===== config.mk =====
export PLATFORM = sky130hd
export DESIGN_NAME = sys_timer
export DESIGN_NICKNAME = d
export VERILOG_FILES = /design/src/rtl/st_pkg.sv /design/src/rtl/st_prescale.sv /design/src/rtl/st_channel.sv /design/src/rtl/sys_timer.sv
export SDC_FILE = /design/constraint.sdc
export NUM_CORES = 1
export LEC_CHECK = 0
export ABC_AREA = 1
export CORE_MARGIN = 3
export CORE_UTILIZATION = 65
export DETAILED_ROUTE_END_ITERATION = 10
export PLACE_DENSITY = 0.95
export SYNTH_ARGS = -nofsm -noshare
export SYNTH_HDL_FRONTEND = slang
export SYNTH_SLANG_ARGS = --single-unit

===== constraint.sdc =====
create_clock -name clk -period 9.3 [get_ports clk]
set_clock_uncertainty 0.2 [all_clocks]
set_input_delay 2.79 -clock clk [delete_from_list [all_inputs] [get_ports clk]]
set_output_delay 2.79 -clock clk [all_outputs]
set_load 0.02 [all_outputs]

===== src/rtl/st_pkg.sv =====
package st_pkg;
  localparam int unsigned CNT_W = 32;
  localparam int unsigned PSC_W = 8;

  localparam int unsigned A_CTRL = 0;
  localparam int unsigned A_CNT  = 1;
  localparam int unsigned OFF_EN   = 0;
  localparam int unsigned OFF_FLAG = 1;
  localparam int unsigned OFF_CMP  = 2;

  function automatic int unsigned chan_addr(int unsigned ch, int unsigned off);
    return 4 + 4 * ch + off;
  endfunction

  function automatic logic [CNT_W-1:0] count_step(logic [CNT_W-1:0] c);
    return c + 1'b1;
  endfunction

  function automatic logic is_match(logic en, logic [CNT_W-1:0] v, logic [CNT_W-1:0] cmp);
    return en && (v == cmp);
  endfunction
endpackage


===== src/rtl/st_prescale.sv =====
module st_prescale #(
  parameter int unsigned PSC_W = 8
) (
  input  logic             clk,
  input  logic             rst_n,
  input  logic             en,
  input  logic             hold,
  input  logic [PSC_W-1:0] psc,
  output logic             tick
);
  logic [PSC_W-1:0] phase;
  logic             run;

  assign run  = en && !hold;
  assign tick = run && (phase >= psc);

  always_ff @(posedge clk or negedge rst_n) begin
    if (!rst_n)      phase <= '0;
    else if (!en)    phase <= '0;
    else if (run)    phase <= tick ? '0 : phase + 1'b1;
  end
endmodule


===== src/rtl/st_channel.sv =====
module st_channel #(
  parameter int unsigned CNT_W = 32
) (
  input  logic             clk,
  input  logic             rst_n,
  input  logic             en_we,
  input  logic             en_d,
  input  logic             cmp_we,
  input  logic [CNT_W-1:0] cmp_d,
  input  logic             flag_clr,
  input  logic             cnt_load,
  input  logic [CNT_W-1:0] cnt_nxt,
  output logic             cen,
  output logic [CNT_W-1:0] cmp,
  output logic             flag,
  output logic             hit
);
  import st_pkg::*;

  assign hit = cnt_load && is_match(cen, cnt_nxt, cmp);

  always_ff @(posedge clk or negedge rst_n) begin
    if (!rst_n) begin
      cen  <= 1'b0;
      cmp  <= '0;
      flag <= 1'b0;
    end else begin
      if (en_we)  cen <= en_d;
      if (cmp_we) cmp <= cmp_d;
      flag <= hit || (flag && !flag_clr);
    end
  end
endmodule


===== src/rtl/sys_timer.sv =====
module sys_timer #(
  parameter int unsigned NCH    = 4,
  parameter int unsigned CNT_W  = 32,
  parameter int unsigned PSC_W  = 8,
  localparam int unsigned ADDR_W = $clog2(4 + 4 * NCH)
) (
  input  logic              clk,
  input  logic              rst_n,
  input  logic              dbg_mode,
  input  logic              wr_en,
  input  logic [ADDR_W-1:0] addr,
  input  logic [CNT_W-1:0]  wdata,
  output logic [CNT_W-1:0]  rdata,
  output logic [NCH-1:0]    irq
);
  import st_pkg::*;

  logic             ten, frz;
  logic [PSC_W-1:0] psc;
  logic [CNT_W-1:0] cnt_q, cnt_nxt;
  logic             ctrl_wr, cnt_wr, tick, cnt_load;
  logic [NCH-1:0]   cen_v, flag_v, hit_v;
  logic [CNT_W-1:0] cmp_v [NCH];

  assign ctrl_wr  = wr_en && (addr == ADDR_W'(A_CTRL));
  assign cnt_wr   = wr_en && (addr == ADDR_W'(A_CNT));
  assign cnt_load = cnt_wr || tick;
  assign cnt_nxt  = cnt_wr ? wdata : count_step(cnt_q);

  always_ff @(posedge clk or negedge rst_n) begin
    if (!rst_n) begin
      ten   <= 1'b0;
      frz   <= 1'b0;
      psc   <= '0;
      cnt_q <= '0;
    end else begin
      if (ctrl_wr) begin
        ten <= wdata[0];
        frz <= wdata[1];
        psc <= wdata[8 +: PSC_W];
      end
      if (cnt_load) cnt_q <= cnt_nxt;
    end
  end

  st_prescale #(.PSC_W(PSC_W)) u_psc (
    .clk(clk), .rst_n(rst_n), .en(ten), .hold(dbg_mode && frz),
    .psc(psc), .tick(tick)
  );

  for (genvar i = 0; i < NCH; i++) begin : g_ch
    logic en_we, cmp_we, clr;
    assign en_we  = wr_en && (addr == ADDR_W'(chan_addr(i, OFF_EN)));
    assign cmp_we = wr_en && (addr == ADDR_W'(chan_addr(i, OFF_CMP)));
    assign clr    = wr_en && (addr == ADDR_W'(chan_addr(i, OFF_FLAG))) && wdata[0];

    st_channel #(.CNT_W(CNT_W)) u_ch (
      .clk(clk), .rst_n(rst_n),
      .en_we(en_we), .en_d(wdata[0]),
      .cmp_we(cmp_we), .cmp_d(wdata),
      .flag_clr(clr), .cnt_load(cnt_load), .cnt_nxt(cnt_nxt),
      .cen(cen_v[i]), .cmp(cmp_v[i]), .flag(flag_v[i]), .hit(hit_v[i])
    );
  end

  assign irq = flag_v;

  always_comb begin
    rdata = '0;
    if (addr == ADDR_W'(A_CTRL)) begin
      rdata[0]           = ten;
      rdata[1]           = frz;
      rdata[8 +: PSC_W]  = psc;
    end
    if (addr == ADDR_W'(A_CNT)) rdata = cnt_q;
    for (int i = 0; i < NCH; i++) begin
      if (addr == ADDR_W'(chan_addr(i, OFF_EN)))   rdata = {{(CNT_W-1){1'b0}}, cen_v[i]};
      if (addr == ADDR_W'(chan_addr(i, OFF_FLAG))) rdata = {{(CNT_W-1){1'b0}}, flag_v[i]};
      if (addr == ADDR_W'(chan_addr(i, OFF_CMP)))  rdata = cmp_v[i];
    end
  end
endmodule


=== Yosys cells after proc, flatten, opt, wreduce, memory -nomap -nowiden ===
Cells that the tools add are included.

* Input bits: 41
* Output and inout bits: 36
* Word-level logic and storage cells: 101
* Bits in registers: 186

* Reduce and logical (&&, ||, !) cells: 44
* Multiplexer cells: 19
* Magnitude comparators: 1
* Add/subtract/negate cells: 2
* Equality and inequality tests: 18

{| class="wikitable"
|+ Operators with widths
! cell !! count
|-
| 32-bit 2-to-1 mux || 14
|-
| 32-bit == test || 4
|-
| 1-bit logical AND || 33
|-
| 32-bit by 1-bit adder with 32-bit output (second input constant) || 1
|-
| 8-bit 2-to-1 mux || 4
|-
| 5-bit by 4-bit == test with 1-bit output (second input constant) || 6
|-
| 5-bit by 3-bit == test with 1-bit output (second input constant) || 3
|-
| 5-bit == test (second input constant) || 3
|-
| 8-bit by 1-bit adder with 8-bit output (second input constant) || 1
|-
| 8-bit >= comparator || 1
|-
| 5-bit by 1-bit == test with 1-bit output (second input constant) || 1
|-
| 1-bit zero test || 5
|-
| 5-bit zero test || 1
|-
| 1-bit logical OR || 5
|-
| 2-bit 2-to-1 mux || 1
|-
| 2-bit by 1-bit inequality test with 1-bit output (second input constant) || 1
|}

=== Logic depth before layout (Yosys ltp) ===
* Depth in word-level cells: 15
* Depth in mapped cells: 19

=== Hierarchy ===
From an unflattened synthesis, not the netlist that was laid out.

* Cells, all modules: 2009
* Area, all modules: 13126.3 um^2

{| class="wikitable"
|+ By module, submodules not included
! module !! cells each !! instances !! area an instance (um^2) !! sequential area each (um^2)
|-
| st_channel || 306 || 4 || 2062.0 || 850.8
|-
| sys_timer || 672 || 1 || 4146.5 || 1051.0
|-
| st_prescale || 113 || 1 || 732.0 || 200.2
|}

=== Worst setup path after synthesis ===
Ideal clock, no wire load.

* Kind: input -> output
* Start point: input port addr[1]
* End point: output port rdata[15]
* Stages on the path: 10
* Path buffers: 0
* Setup slack: 2033 ps
* Arrival: 4277 ps
* Path through: inv_1 -> nor2_1 -> inv_1 -> nor2_1 -> inv_1 -> nor2_2 -> clkinv_1 -> o2111ai_1 -> a21oi_1 -> o21ai_0

* Word-level cells in the longest chain between the ends: 15
* Elaborated cells on any way between the ends: 28
* Those cells by class: eq/ne (13); mux (14); reduce/logical (1)

{| class="wikitable"
|+ RTL lines
! what !! line !! source
|-
| start: declaration || sys_timer.sv:11 || <nowiki>input logic [ADDR_W-1:0] addr,</nowiki>
|-
| 5-bit zero test || sys_timer.sv:70 || <nowiki>if (addr == ADDR_W'(A_CTRL)) begin</nowiki>
|-
| 8-bit 2-to-1 mux || sys_timer.sv:70 ||
|-
| 32-bit 2-to-1 mux || sys_timer.sv:75 || <nowiki>if (addr == ADDR_W'(A_CNT)) rdata = cnt_q;</nowiki>
|-
| 32-bit 2-to-1 mux || sys_timer.sv:77 || <nowiki>if (addr == ADDR_W'(chan_addr(i, OFF_EN))) rdata = {{(CNT_W-1){1'b0}}, cen_v[i]};</nowiki>
|-
| 32-bit 2-to-1 mux || sys_timer.sv:78 || <nowiki>if (addr == ADDR_W'(chan_addr(i, OFF_FLAG))) rdata = {{(CNT_W-1){1'b0}}, flag_v[i]};</nowiki>
|-
| 32-bit 2-to-1 mux || sys_timer.sv:79 || <nowiki>if (addr == ADDR_W'(chan_addr(i, OFF_CMP))) rdata = cmp_v[i];</nowiki>
|-
| 32-bit 2-to-1 mux || sys_timer.sv:77 ||
|-
| 32-bit 2-to-1 mux || sys_timer.sv:78 ||
|-
| 32-bit 2-to-1 mux || sys_timer.sv:79 ||
|-
| 32-bit 2-to-1 mux || sys_timer.sv:77 ||
|-
| 32-bit 2-to-1 mux || sys_timer.sv:78 ||
|-
| 32-bit 2-to-1 mux || sys_timer.sv:79 ||
|-
| 32-bit 2-to-1 mux || sys_timer.sv:77 ||
|-
| 32-bit 2-to-1 mux || sys_timer.sv:78 ||
|-
| 32-bit 2-to-1 mux (*) || sys_timer.sv:79 ||
|-
| end: declaration || sys_timer.sv:13 || <nowiki>output logic [CNT_W-1:0] rdata,</nowiki>
|}

Every way passes the cells marked *; elsewhere a longest branch is shown, timed or not.

=== Worst setup path after layout ===
* Start point: input port addr[2]
* End point: output port rdata[31]

* Word-level cells in the longest chain between the ends: 14
* Elaborated cells on any way between the ends: 26
* Those cells by class: eq/ne (13); mux (13)

{| class="wikitable"
|+ RTL lines
! what !! line
|-
| 5-bit by 1-bit == test with 1-bit output || sys_timer.sv:75
|-
| 32-bit 2-to-1 mux || sys_timer.sv:75
|-
| 32-bit 2-to-1 mux || sys_timer.sv:77
|-
| 32-bit 2-to-1 mux || sys_timer.sv:78
|-
| 32-bit 2-to-1 mux || sys_timer.sv:79
|-
| 32-bit 2-to-1 mux || sys_timer.sv:77
|-
| 32-bit 2-to-1 mux || sys_timer.sv:78
|-
| 32-bit 2-to-1 mux || sys_timer.sv:79
|-
| 32-bit 2-to-1 mux || sys_timer.sv:77
|-
| 32-bit 2-to-1 mux || sys_timer.sv:78
|-
| 32-bit 2-to-1 mux || sys_timer.sv:79
|-
| 32-bit 2-to-1 mux || sys_timer.sv:77
|-
| 32-bit 2-to-1 mux || sys_timer.sv:78
|-
| 32-bit 2-to-1 mux (*) || sys_timer.sv:79
|}

Marked as above.

==> flow_summary_export.csv <==
group,metric,value,unit
clock_network,clock_latency,460,ps
synth,syn_area_per_cell,6.82,µm²
routing,vias,12600,
finish,area_delta_synth_final,12.5,%
finish,n_antenna_cell,0,
sta,post-route-period-util,95.9,%
pwr,leakage,6.13,nW
synth,synthesis.area,0.0118,mm²
hold_path,hold_start,"g_ch[2].u_ch.cmp[25]$_DFFE_PN0P_",
critical_path,path_max_fanout,23,
clock_network,cts_tree,"done",
floorplan,core_area,0.0175,mm²
critical_path,regToRegEndpoint,"cnt_q[1]$_DFFE_PN0P_",
pwr,powerDensity,242,mW/mm²
placement,io_buffers,76,
sta,slew_headroom,15.0,%
sta,holdWs,287,ps
clock_network,path_clk_slew,70,ps
routing,drt-total-wl,37.7,mm
clock_network,cts_hold_buffers,0,
synth,synth-seq-cells,186,
global_route,grt_pass1_vias,12000,
hold_path,hp-class,"reg -> reg",
run,drv_cap,0,
finish,final_cell_mix,"593 x nand2_1, 196 x inv_1, 194 x o21ai_0",
pwr,p_seq_share,37.5,%
pwr,sw_frac_of_total,43.9,%
pwr,intPower,1.81,mW
finish,drive_gt1_share,6.13,%
global_route,grt_max_degree,85,
critical_path,cp-end-kind,"output pin",
sta,fmax,112,MHz
clock_network,cts_buffer_depth,2,
routing,drt_iter0_markers,1929,
global_route,antenna_found_initial,0,
placement,post-dp-hpwl,25.6,mm
sta,grt_setup_unrepaired,"false",
floorplan,rows,48,
synth,yosys_warnings,0,
global_route,grt_usage,38.0,%
critical_path,reg2reg_from,"psc[5]$_DFFE_PN0P_",
clock_network,post_cts_buffers,0,
critical_path,cp_common_cell,"inv_1",
clock_network,h-tree-depth,4,
critical_path,cp_slowest_stage_delay,640,ps
synth,async_flop_share,100,%
routing,routed_via_density,6.24,
global_route,grt_pass1_wl,60.3,mm
sta,finalSetupViolCount,0,
pwr,ir_drop,0.000173,V
synth,synthFlopType,"dfrtp_1",
synth,synth_edf_count,0,
synth,synth_cell_type_count,39,
floorplan,initial_utilization,67.3,%
pwr,p_comb_share,38.4,%
critical_path,reg2reg_setup_slack,5820,ps
critical_path,rr_worst_depth,11,
synth,synthCells,1732,
critical_path,start_kind,"primary input",
routing,drc,0,
clock_network,clock-sinks,186,
pwr,netSwitchingPower,1.41,mW
critical_path,cp.required,6310,ps
clock_network,cts_root_buffer,"clkbuf_16",
sta,drv_slew,0,
clock_network,cts-resized-gates,0,
placement,place_congestion,0.992,
sta,hold_violations,0,
floorplan,die_w,141,µm
routing,final_antenna_net_count,0,
critical_path,arrival,5930,ps
floorplan,io_pins,77,
finish,nets,1831,
critical_path,cp_cell_sequence,"clkdlybuf4s50_1 > inv_1 > nor3_1 > inv_1 > nor2_1 > inv_1 > o221ai_1 > a21oi_1 > o21ai_0 > clkdlybuf4s50_1",
hold_path,hold_end,"g_ch[2].u_ch.cmp[25]$_DFFE_PN0P_",
floorplan,die_area,0.0198,mm²
clock_network,numCtsBuffers,17,
critical_path,critPathKind,"in -> out",
finish,utilization,75.7,%
sta,tns,0,ps
floorplan,die_h,141,µm
pwr,p_clk_share,24.1,%
finish,final_common_cell,"nand2_1",
hold_path,min_delay_path_depth,2,
global_route,grt_overflow_total,0,
routing,firstDrtPassIters,7,
status,status,"completed",
sta,finalCriticalPeriod,8920,ps
synth,ys_seq_area_share,39.4,%
critical_path,crit_slowest_cell,"clkdlybuf4s50_1",
routing,wire_per_inst,18.7,µm
sta,worstMarginPinSlew,1270,ps
synth,syn-num-nets,1783,
[power by group through the flow]
stage / registers [mW] / clock network, mW / logic, mW
CTS: 1.19 / 0.766 / 1.20
global placement: 1.20 / 0 / 1.13
detailed placement: 1.20 / 0 / 1.17
global route: 1.23 / 0.806 / 1.37
floorplan: 1.14 / 0 / 0.865
finish: 1.21 / 0.776 / 1.24
[flip-flops by register name, summed over array words and instances, names as in the netlist]
register,flops
psc,8
g_ch.u_ch.cmp,128
frz,1
g_ch.u_ch.flag,4
g_ch.u_ch.cen,4
cnt_q,32
ten,1
u_psc.phase,8
[cells by family (layout without fill, tap and decap cells)]
logic type / Yosys count / after routing / synth area share (%)
adders and majority gates: 10 / 10 / 1.06
buffers and inverters: 263 / 324 / 8.78
xor gates and xnor gates: 42 / 42 / 3.12
and+or+nand+nor: 924 / 924 / 33.0
AOI/OAI and AO/OA: 307 / 307 / 14.6
DFF: 186 / 186 / 39.4
[Yosys cell counts, types with 10 or more instances]
master / count / area, µm²
nand2_1: 597 / 2240
inv_1: 196 / 736
o21ai_0: 194 / 971
dfrtp_1: 186 / 4650
nor2_1: 123 / 462
nand3_1: 112 / 561
clkbuf_1: 44 / 165
nand2_2: 35 / 219
xor2_1: 34 / 298
a21oi_1: 33 / 165
o22ai_1: 33 / 206
nand4_1: 16 / 100
o221ai_1: 13 / 114
nor2_2: 11 / 68.8
o2111ai_1: 11 / 96.3
ha_1: 10 / 125
nor3_1: 10 / 50.1
o211ai_1: 10 / 75.1
[cell type report]
type	count	area [µm²]
clock buffers	17	425
clock inverters	15	184
fillers	1332	4260
inverters	206	773
multi-input cells	1283	6120
flip-flops and latches	186	4650
well taps	225	282
repair buffers	86	837
[how the worst max path moves through the flow]
stage,startpoint,end,cells after the start
after global routing,addr[2],rdata[0],12
after detailed placement,addr[2],rdata[31],10
after global placement,addr[2],rdata[31],10
after floorplan,addr[1],rdata[15],10
final,addr[2],rdata[31],10
after CTS,addr[2],rdata[31],10
[worst max-delay path, delay by kind of cell]
kind                   cells  cell delay, ps
AOI/OAI and AO/OA          3             680
and+or+nand+nor            2             530
buffers and inverters      5            1900
[routing by layer]
metal  GRT usage (%)  share of wire, %  up-vias
li1                -                 -     5683
met1            50.1                38     5802
met2            60.2                45      921
met3            10.1                13      192
met4            15.5               4.1        0
met5               0                 0        -
[metrics by stage]
step                      worst slack (ps)  cells  instance area, µm²  total power, mW
after floorplan                       2030   1732               11800             2.01
final                                  384   2018               13300             3.22
after detailed placement               556   1986               12700             2.38
after global routing                   166   2018               13300             3.40
after CTS                              504   2018               13300             3.16
after global placement                 705   1986               12700             2.32
Note: power is estimated with default switching activity, not from simulation.
